$ cat src/rtl/rxf_pkg.sv
package rxf_pkg;
  localparam int ADDR_W   = 48;
  localparam int MIN_LEN  = 64;
  localparam int DEST_LEN = 6;

  typedef enum logic [2:0] {
    SRC_NONE    = 3'd0,
    SRC_UCAST   = 3'd1,
    SRC_BCAST   = 3'd2,
    SRC_MCAST   = 3'd3,
    SRC_PROMISC = 3'd4
  } rxf_src_e;

  // All-ones destination.
  function automatic logic f_is_bcast(input logic [ADDR_W-1:0] a);
    return &a;
  endfunction

  // Group bit is bit 0 of the first byte on the wire, held in [40].
  function automatic logic f_is_mcast(input logic [ADDR_W-1:0] a);
    return a[40] && !(&a);
  endfunction

  // Index of the top bit of byte k, with byte 0 first on the wire.
  function automatic int f_lane_hi(input int k);
    return ADDR_W - 1 - 8 * k;
  endfunction
endpackage

$ cat src/rtl/rxf_frame_meter.sv
module rxf_frame_meter #(
  parameter int LW = 16
) (
  input  logic          clk,
  input  logic          rst_n,
  input  logic          rx_valid,
  input  logic          rx_err,
  input  logic          in_frame_q,
  input  logic [LW-1:0] max_len,
  output logic [LW-1:0] byte_cnt,
  output logic          is_runt,
  output logic          is_over,
  output logic          saw_err
);
  import rxf_pkg::*;
  localparam logic [LW-1:0] CNT_MAX = '1;
  localparam logic [LW-1:0] RUNT_LIM = LW'(MIN_LEN);

  logic [LW-1:0] cnt_q;
  logic          err_q;

  always_ff @(posedge clk or negedge rst_n) begin
    if (!rst_n) begin
      cnt_q <= '0;
      err_q <= 1'b0;
    end else if (rx_valid) begin
      if (!in_frame_q) begin
        cnt_q <= LW'(1);
        err_q <= rx_err;
      end else begin
        if (cnt_q != CNT_MAX) cnt_q <= cnt_q + LW'(1);
        err_q <= err_q | rx_err;
      end
    end
  end

  assign byte_cnt = cnt_q;
  assign is_runt  = cnt_q < RUNT_LIM;
  assign is_over  = cnt_q > max_len;
  assign saw_err  = err_q;
endmodule

$ cat src/rtl/rxf_dest_capture.sv
module rxf_dest_capture #(
  parameter int LW = 16
) (
  input  logic          clk,
  input  logic          rst_n,
  input  logic          rx_valid,
  input  logic [7:0]    rx_byte,
  input  logic          in_frame_q,
  input  logic [LW-1:0] byte_cnt,
  output logic [47:0]   dest,
  output logic          dest_ok
);
  import rxf_pkg::*;
  logic [LW-1:0] pos;
  logic [47:0]   dest_q;

  assign pos = in_frame_q ? byte_cnt : '0;

  for (genvar k = 0; k < DEST_LEN; k++) begin : g_lane
    always_ff @(posedge clk or negedge rst_n) begin
      if (!rst_n)
        dest_q[f_lane_hi(k) -: 8] <= 8'h00;
      else if (rx_valid && pos == LW'(k))
        dest_q[f_lane_hi(k) -: 8] <= rx_byte;
    end
  end

  assign dest    = dest_q;
  assign dest_ok = byte_cnt >= LW'(DEST_LEN);
endmodule

$ cat src/rtl/rxf_steer.sv
module rxf_steer #(
  parameter int NCH = 8,
  parameter int CHW = 3
) (
  input  logic [47:0]    dest,
  input  logic           dest_ok,
  input  logic           bad,
  input  logic [47:0]    station_addr,
  input  logic [CHW-1:0] stn_chan,
  input  logic [NCH-1:0] ucast_en,
  input  logic           bcast_en,
  input  logic [CHW-1:0] bcast_chan,
  input  logic           mcast_en,
  input  logic [CHW-1:0] mcast_chan,
  input  logic           promisc_en,
  input  logic [CHW-1:0] promisc_chan,
  input  logic           promisc_keep_bad,
  output logic           ucast_hit,
  output rxf_pkg::rxf_src_e src,
  output logic           accept,
  output logic [CHW-1:0] chan
);
  import rxf_pkg::*;
  logic is_b, is_m;

  assign ucast_hit = dest_ok && (dest == station_addr) && ucast_en[stn_chan];
  assign is_b      = dest_ok && f_is_bcast(dest);
  assign is_m      = dest_ok && f_is_mcast(dest);

  always_comb begin
    src = SRC_NONE;
    if (bad) begin
      if (promisc_en && promisc_keep_bad) src = SRC_PROMISC;
    end else if (ucast_hit)          src = SRC_UCAST;
    else if (is_b && bcast_en)       src = SRC_BCAST;
    else if (is_m && mcast_en)       src = SRC_MCAST;
    else if (promisc_en)             src = SRC_PROMISC;
  end

  always_comb begin
    accept = 1'b1;
    chan   = '0;
    case (src)
      SRC_UCAST:   chan = stn_chan;
      SRC_BCAST:   chan = bcast_chan;
      SRC_MCAST:   chan = mcast_chan;
      SRC_PROMISC: chan = promisc_chan;
      default:     accept = 1'b0;
    endcase
  end
endmodule

$ cat src/rtl/rx_frame_screen.sv
module rx_frame_screen #(
  parameter int NCH = 8,
  parameter int LW  = 16,
  localparam int CHW = (NCH > 1) ? $clog2(NCH) : 1
) (
  input  logic           clk,
  input  logic           rst_n,
  input  logic           rx_valid,
  input  logic [7:0]     rx_byte,
  input  logic           rx_err,
  input  logic [47:0]    station_addr,
  input  logic [CHW-1:0] stn_chan,
  input  logic [NCH-1:0] ucast_en,
  input  logic           bcast_en,
  input  logic [CHW-1:0] bcast_chan,
  input  logic           mcast_en,
  input  logic [CHW-1:0] mcast_chan,
  input  logic           promisc_en,
  input  logic [CHW-1:0] promisc_chan,
  input  logic           promisc_keep_bad,
  input  logic [LW-1:0]  max_len,
  output logic           frame_done,
  output logic           frame_accept,
  output logic [CHW-1:0] frame_chan,
  output logic           flag_runt,
  output logic           flag_oversize,
  output logic           flag_code_err
);
  import rxf_pkg::*;

  logic          in_frame_q;
  logic          eof_evt;
  logic [LW-1:0] byte_cnt;
  logic          is_runt, is_over, saw_err, bad;
  logic [47:0]   dest;
  logic          dest_ok;
  logic          ucast_hit;
  rxf_src_e      src;
  logic          st_accept;
  logic [CHW-1:0] st_chan;

  always_ff @(posedge clk or negedge rst_n) begin
    if (!rst_n) in_frame_q <= 1'b0;
    else        in_frame_q <= rx_valid;
  end

  assign eof_evt = in_frame_q && !rx_valid;
  assign bad     = is_runt | is_over | saw_err;

  rxf_frame_meter #(.LW(LW)) meter_i (
    .clk, .rst_n, .rx_valid, .rx_err, .in_frame_q, .max_len,
    .byte_cnt, .is_runt, .is_over, .saw_err
  );

  rxf_dest_capture #(.LW(LW)) dcap_i (
    .clk, .rst_n, .rx_valid, .rx_byte, .in_frame_q, .byte_cnt,
    .dest, .dest_ok
  );

  rxf_steer #(.NCH(NCH), .CHW(CHW)) steer_i (
    .dest, .dest_ok, .bad, .station_addr, .stn_chan, .ucast_en,
    .bcast_en, .bcast_chan, .mcast_en, .mcast_chan,
    .promisc_en, .promisc_chan, .promisc_keep_bad,
    .ucast_hit, .src, .accept(st_accept), .chan(st_chan)
  );

  always_ff @(posedge clk or negedge rst_n) begin
    if (!rst_n) begin
      frame_done    <= 1'b0;
      frame_accept  <= 1'b0;
      frame_chan    <= '0;
      flag_runt     <= 1'b0;
      flag_oversize <= 1'b0;
      flag_code_err <= 1'b0;
    end else if (eof_evt) begin
      frame_done    <= 1'b1;
      frame_accept  <= st_accept;
      frame_chan    <= st_chan;
      flag_runt     <= is_runt;
      flag_oversize <= is_over;
      flag_code_err <= saw_err;
    end else begin
      frame_done    <= 1'b0;
      frame_accept  <= 1'b0;
      frame_chan    <= '0;
      flag_runt     <= 1'b0;
      flag_oversize <= 1'b0;
      flag_code_err <= 1'b0;
    end
  end
endmodule

$ cat config.mk
export PLATFORM = sky130hd
export DESIGN_NAME = rx_frame_screen
export DESIGN_NICKNAME = d
export VERILOG_FILES = /design/src/rtl/rxf_pkg.sv /design/src/rtl/rxf_frame_meter.sv /design/src/rtl/rxf_dest_capture.sv /design/src/rtl/rxf_steer.sv /design/src/rtl/rx_frame_screen.sv
export SDC_FILE = /design/constraint.sdc
export NUM_CORES = 1
export LEC_CHECK = 0
export ABC_CLOCK_PERIOD_IN_PS = 3260
export BUFFER_PORTS_ARGS = -buffer_cell sky130_fd_sc_hd__buf_4
export CAP_MARGIN = 20
export CORE_MARGIN = 3
export CORE_UTILIZATION = 45
export DETAILED_ROUTE_END_ITERATION = 16
export GPL_TIMING_DRIVEN = 0
export PLACE_DENSITY = 0.78
export SLEW_MARGIN = 20
export SYNTH_ARGS = -nofsm -noshare
export SYNTH_HDL_FRONTEND = slang
export SYNTH_HIERARCHICAL = 1
export SYNTH_SLANG_ARGS = --single-unit
$ cat constraint.sdc
create_clock -name clk -period 3.26 [get_ports clk]
set_input_delay 0.326 -clock clk [delete_from_list [all_inputs] [get_ports clk]]
set_output_delay 0.326 -clock clk [all_outputs]
set_load 0.005 [all_outputs]
==> Word-level counts from Yosys, hierarchy flattened <==
Index checks and enable logic that the tools add are counted.
{ "word_totals": {"ff_bits": 74, "out_inout_bits": 8, "word_cells": 76} }
{ "classes": {"addsub": 1, "magnitude_cmp": 4, "eq_ne": 12, "muxes": 20, "bitwise_logic": 3, "n_reduce_logical": 21} }
{ "op_table": {"columns": ["operator", "count"], "rows": [
  ["$eq A48 B48 Y1", 1],
  ["$mux W16", 3],
  ["$reduce_and A48 Y1", 1],
  ["$eq A16 B2 Y1 const B", 2],
  ["$eq A16 B3 Y1 const B", 2],
  ["$mux W3", 7],
  ["$add A16 B1 Y16 const B", 1],
  ["$eq A16 B1 Y1 const B", 1],
  ["$ge A16 B3 Y1 const B", 1],
  ["$gt A16 B16 Y1", 1],
  ["$logic_not A16 Y1", 1],
  ["$lt A16 B7 Y1 const B", 1],
  ["$ne A16 B16 Y1 const B", 1],
  ["$logic_and A1 B1 Y1", 15],
  ["$pmux W3 S4", 1],
  ["$mux W1", 8],
  ["$eq A3 B2 Y1 const B", 2],
  ["$lt A3 B4 Y1 const B", 1],
  ["$reduce_or A4 Y1", 1],
  ["$bmux W1 S3", 1],
  ["$eq A3 B1 Y1 const B", 1],
  ["$eq A3 B3 Y1 const B", 1],
  ["$or A1 B1 Y1", 3],
  ["$logic_not A1 Y1", 2],
  ["other kinds (2)", 2]
]} }

==> Depth between registers and ports, before layout <==
{ "depth": {"word_depth": 13, "mapped_depth": 12, "mapped_depth_nobuf": 12} }

==> Cells and area by module <==
Netlist, hierarchy kept.
{ "by_module_without_submodules": {"columns": ["module", "n_inst", "cells_each", "area_each_um2", "seq_area_each_um2"], "rows": [
  ["rxf_dest_capture", 1, 118, 1994.4, 1201.2],
  ["rxf_frame_meter", 1, 170, 1377.6, 425.4],
  ["rxf_steer", 1, 121, 902.1, 0.0],
  ["rx_frame_screen", 1, 18, 300.3, 225.2]
]} }

==> Least setup slack after synthesis <==
No wires, ideal clock.
{ "synth_timing": {"kind": "register -> register", "start": "register meter_i.cnt_q[11], in the netlist meter_i/byte_cnt[11]", "end": "register frame_chan[0]", "setup_time_ns": 0.067, "t_arrival_ns": 2.442, "required_ns": 3.193, "slack_ns": 0.751, "stages_incl_launch_ff": 9, "period_less_slack_ns": 2.509, "path_cell_list": "dfrtp_1 -> ha_1 -> nand4_1 -> nor4_1 -> a22oi_1 -> or3_1 -> o31ai_2 -> a32o_1 -> and3b_1"} }
{ "synth_between": {"elab_cells_between_ends": 21, "cone_classes": "order compare (3); eq/ne (4); mux (6); bitwise (2); reduce/logical (6)"} }
{ "synth_lines": {"columns": ["item", "line_no", "source"], "rows": [
  ["start, declared", "rxf_frame_meter.sv:19", "logic [LW-1:0] cnt_q;"],
  ["start signal, assigned", "rxf_frame_meter.sv:31", "if (cnt_q != CNT_MAX) cnt_q <= cnt_q + LW'(1);"],
  ["$gt A16 B16 Y1 (*)", "rxf_frame_meter.sv:39", "assign is_over = cnt_q > max_len;"],
  ["named net is_over", "rx_frame_screen.sv:34", "logic is_runt, is_over, saw_err, bad;"],
  ["$or A1 B1 Y1 (*) (2 in a row)", "rx_frame_screen.sv:48", "assign bad = is_runt | is_over | saw_err;"],
  ["named net bad", "rx_frame_screen.sv:34", null],
  ["$mux W3 (*)", "rxf_steer.sv:32", "if (bad) begin"],
  ["$eq A3 B3 Y1, or another cell as far along", "rxf_steer.sv:43", "case (src)"],
  ["$pmux W3 S4 (*)", "rxf_steer.sv:43", null],
  ["named net st_chan[0]", "rx_frame_screen.sv:40", "logic [CHW-1:0] st_chan;"],
  ["$mux W3 (*)", "rx_frame_screen.sv:75", "end else if (eof_evt) begin"],
  ["end signal, assigned", "rx_frame_screen.sv:78", "frame_chan <= st_chan;"],
  ["end, declared", "rx_frame_screen.sv:24", "output logic [CHW-1:0] frame_chan,"]
]} }
Mark *: on every way through the listed nets, which the timed path passes. The rest lies on a longest branch.
A chain may end at the register's enable or synchronous reset.

==> Worst setup path in the final report <==
{ "layout_timing": {"start": "register meter_i.cnt_q[12], in the netlist meter_i/byte_cnt[12]", "end": "register frame_chan[1]"} }
Same word-level chain as after synthesis.

==> PnR_summary.wiki <==
{| class="wikitable"
! Metric !! Value
|-
| Status || complete, no violations
|-
| Type of the worst setup path || register to register
|-
| Worst setup skew after layout || 9.66 ps
|-
| Average wire length per cell after detail routing || 18.8 um
|-
| Site row count || 36
|-
| Final HPWL from detailed placement || 9850 um
|-
| H-tree lvl count || 3
|-
| Post-layout worst setup margin || 306 ps
|-
| Worst relative slew slack || 38.2%
|-
| Cell-internal power || 2.18 mW
|-
| Power per unit of standard cell area || 573 mW/mm2
|-
| Clock network fraction of total power || 21.9%
|-
| Total count of hold-check failures in the final report || 0
|-
| Global placement routability congestion || 0.907
|-
| Hold WC Path Type || input port to async pin
|-
| Setup repair after global routing missed its margin || false
|-
| Switch Pwr || 1.10 mW
|-
| Cell area after synthesis || 0.00455 mm2
|-
| Clock Tree Root || clkbuf_8
|-
| Residual DRC count || 0
|-
| Clk slew on worst S/H paths || 80 ps
|-
| First DRT Iteration DRCs || 199
|-
| Max Root-Sink Buffers || 2
|-
| Largest net degree at the start of global routing || 75
|-
| Via-to-Cell Ratio || 5.77
|-
| Sequential fraction of design power || 47.0%
|-
| Synth warnings || 6
|-
| Pre-CTS worst setup slack || 338 ps
|-
| Type of element capturing the critical path || register
|-
| Routed via count || 3909
|-
| Shortest period the worst path allows || 2950 ps
|-
| Element type at the critical path start || register
|-
| Die span in y || 107 um
|-
| Terminus of the critical flop-to-flop path || frame_chan[1]
|-
| Worst-Margin Slew || 926 ps
|-
| Total clock sinks || 74
|-
| Arrival time at the worst endpoint || 3230 ps
|-
| Starting utilization of the core area || 46.4%
|-
| Post-route antenna net violation count || 0
|-
| Net switching share of the total power || 33.5%
|-
| Hold buffer count at cts || 0
|-
| Floorplan Core Area || 0.00982 mm2
|-
| Fraction of final layout cells with drive strength greater than 1 || 36.5%
|-
| Final number of setup-violating endpoints || 0
|-
| Global-route congestion overflow total || 0
|-
| Maximum fanout along the worst path || 9
|-
| Overall die width || 107 um
|-
| I/O Buffers || 107
|-
| Area enclosed by the die boundary || 0.0114 mm2
|-
| Number of maximum-capacitance constraint violations || 0
|-
| Total setup buffers inserted after CTS || 0
|-
| Max Slew Vio Count || 0
|-
| CTS tree || done
|-
| CTS Buf Count || 9
|-
| Launching element of the worst setup path || meter_i/byte_cnt[12]
|-
| Depth of the worst register-to-register path || 8
|-
| Highest clock frequency the design can meet || 339 MHz
|-
| Synthesized netlist cell count || 423
|-
| Number of antenna repair diodes || 0
|-
| Detailed-routing iteration count for the pre-antenna-repair pass || 5
|-
| Mean instance size in the synthesized netlist || 10.8 um2
|-
| Leakage power || 2.71 nW
|-
| Num ports || 108
|-
| Syn nets || 540
|-
| Peak supply drop || 0.241 mV
|-
| R2R Path Start || meter_i/byte_cnt[12]
|-
| Share of the cycle needed by the critical path after routing || 90.6%
|-
| Final Hold Slack || 114 ps
|-
| Required time of the critical path || 3540 ps
|-
| Count of instances resized after the clock tree is built || 0
|-
| Total Power || 3.28 mW
|-
| Number of global-route vias before repair || 4071
|-
| Clock latency on the worst-skew pair || 340 ps
|-
| Routed wire length || 12700 um
|-
| Number of antenna violations at the first check in global routing || 0
|-
| Global-route wire length before repair || 20200 um
|-
| Overall global routing resource usage || 22.3%
|-
| Portion of total power attributed to combinational logic || 31.1%
|-
| Flop2flop setup slack || 310 ps
|-
| Summed negative setup slack over all endpoints || 0 ps
|-
| Layout-stage area growth over the synthesis result || 25.7%
|-
| Nets || 658
|}
==> how the worst max path moves through the flow <==
stage,to,slack [ps],depth (start not counted)
after floorplan,frame_chan[0],790,8
after global placement,frame_chan[1],430,8
after detailed placement,frame_chan[1],340,8
after CTS,frame_chan[1],320,8
after global routing,frame_chan[1],170,8
final,frame_chan[1],310,8
==> worst max-delay path, cell delays in order (launching register included) <==
cell	delay, ps
dfrtp_1	510
ha_1	340
nand4_1	140
nor4_1	460
a22oi_1	240
or3_1	490
o31ai_2	350
a32o_1	200
and3b_1	160
==> state kept, by name, indices dropped and copies added, names as in the netlist <==
register          count
dcap_i/dest          48
meter_i/byte_cnt     16
frame_chan            3
flag_code_err         1
flag_oversize         1
flag_runt             1
frame_accept          1
frame_done            1
in_frame_q            1
meter_i/saw_err       1
==> cell type report <==
class,count,area [um2]
Clock inverter,4,51.3
Inverter,32,120
Fill cell,826,4090
Sequential cell,74,1850
Buffer,3,20.0
Timing Repair Buffer,107,803
Clock buffer,11,151
Tap cell,133,166
Multi-Input combinational cell,314,2560
==> placed cells by master (no fill, tap or decap), types with 11 or more instances in the layout <==
cell type	count
nand3_1	13
dfrtp_1	74
xnor2_1	32
o21ai_0	12
clkbuf_8	11
mux2_2	43
nand2_1	28
nand4_1	27
buf_4	107
inv_1	30
nor2_1	12
a21oi_1	16
ha_1	17
==> power by group through the flow <==
stage | clock network (mW) | logic (mW) | registers (mW)
after floorplan | 0 | 0.739 | 1.44
after CTS | 0.736 | 1.02 | 1.54
after detailed placement | 0 | 1.01 | 1.56
final | 0.718 | 1.02 | 1.54
after global placement | 0 | 0.969 | 1.54
after global routing | 0.774 | 1.12 | 1.58
==> metrics by stage <==
step                utilization [%]  std cells  instance area, um2
global placement               56.3        663                5520
CTS                            58.3        678                5730
detailed placement             56.3        663                5520
floorplan                         -        423                4550
finish                         58.3        678                5730
global route                   58.3        678                5730
==> per-layer routing <==
layer / wire length [um] / up-vias / GRT usage (%)
met5: 0 / - / 0
met4: 294 / 0 / 7.76
met3: 685 / 25 / 3.49
met2: 6610 / 151 / 39.6
met1: 5140 / 1915 / 27.4
li1: - / 1818 / -
(Power assumes the default switching activity.)
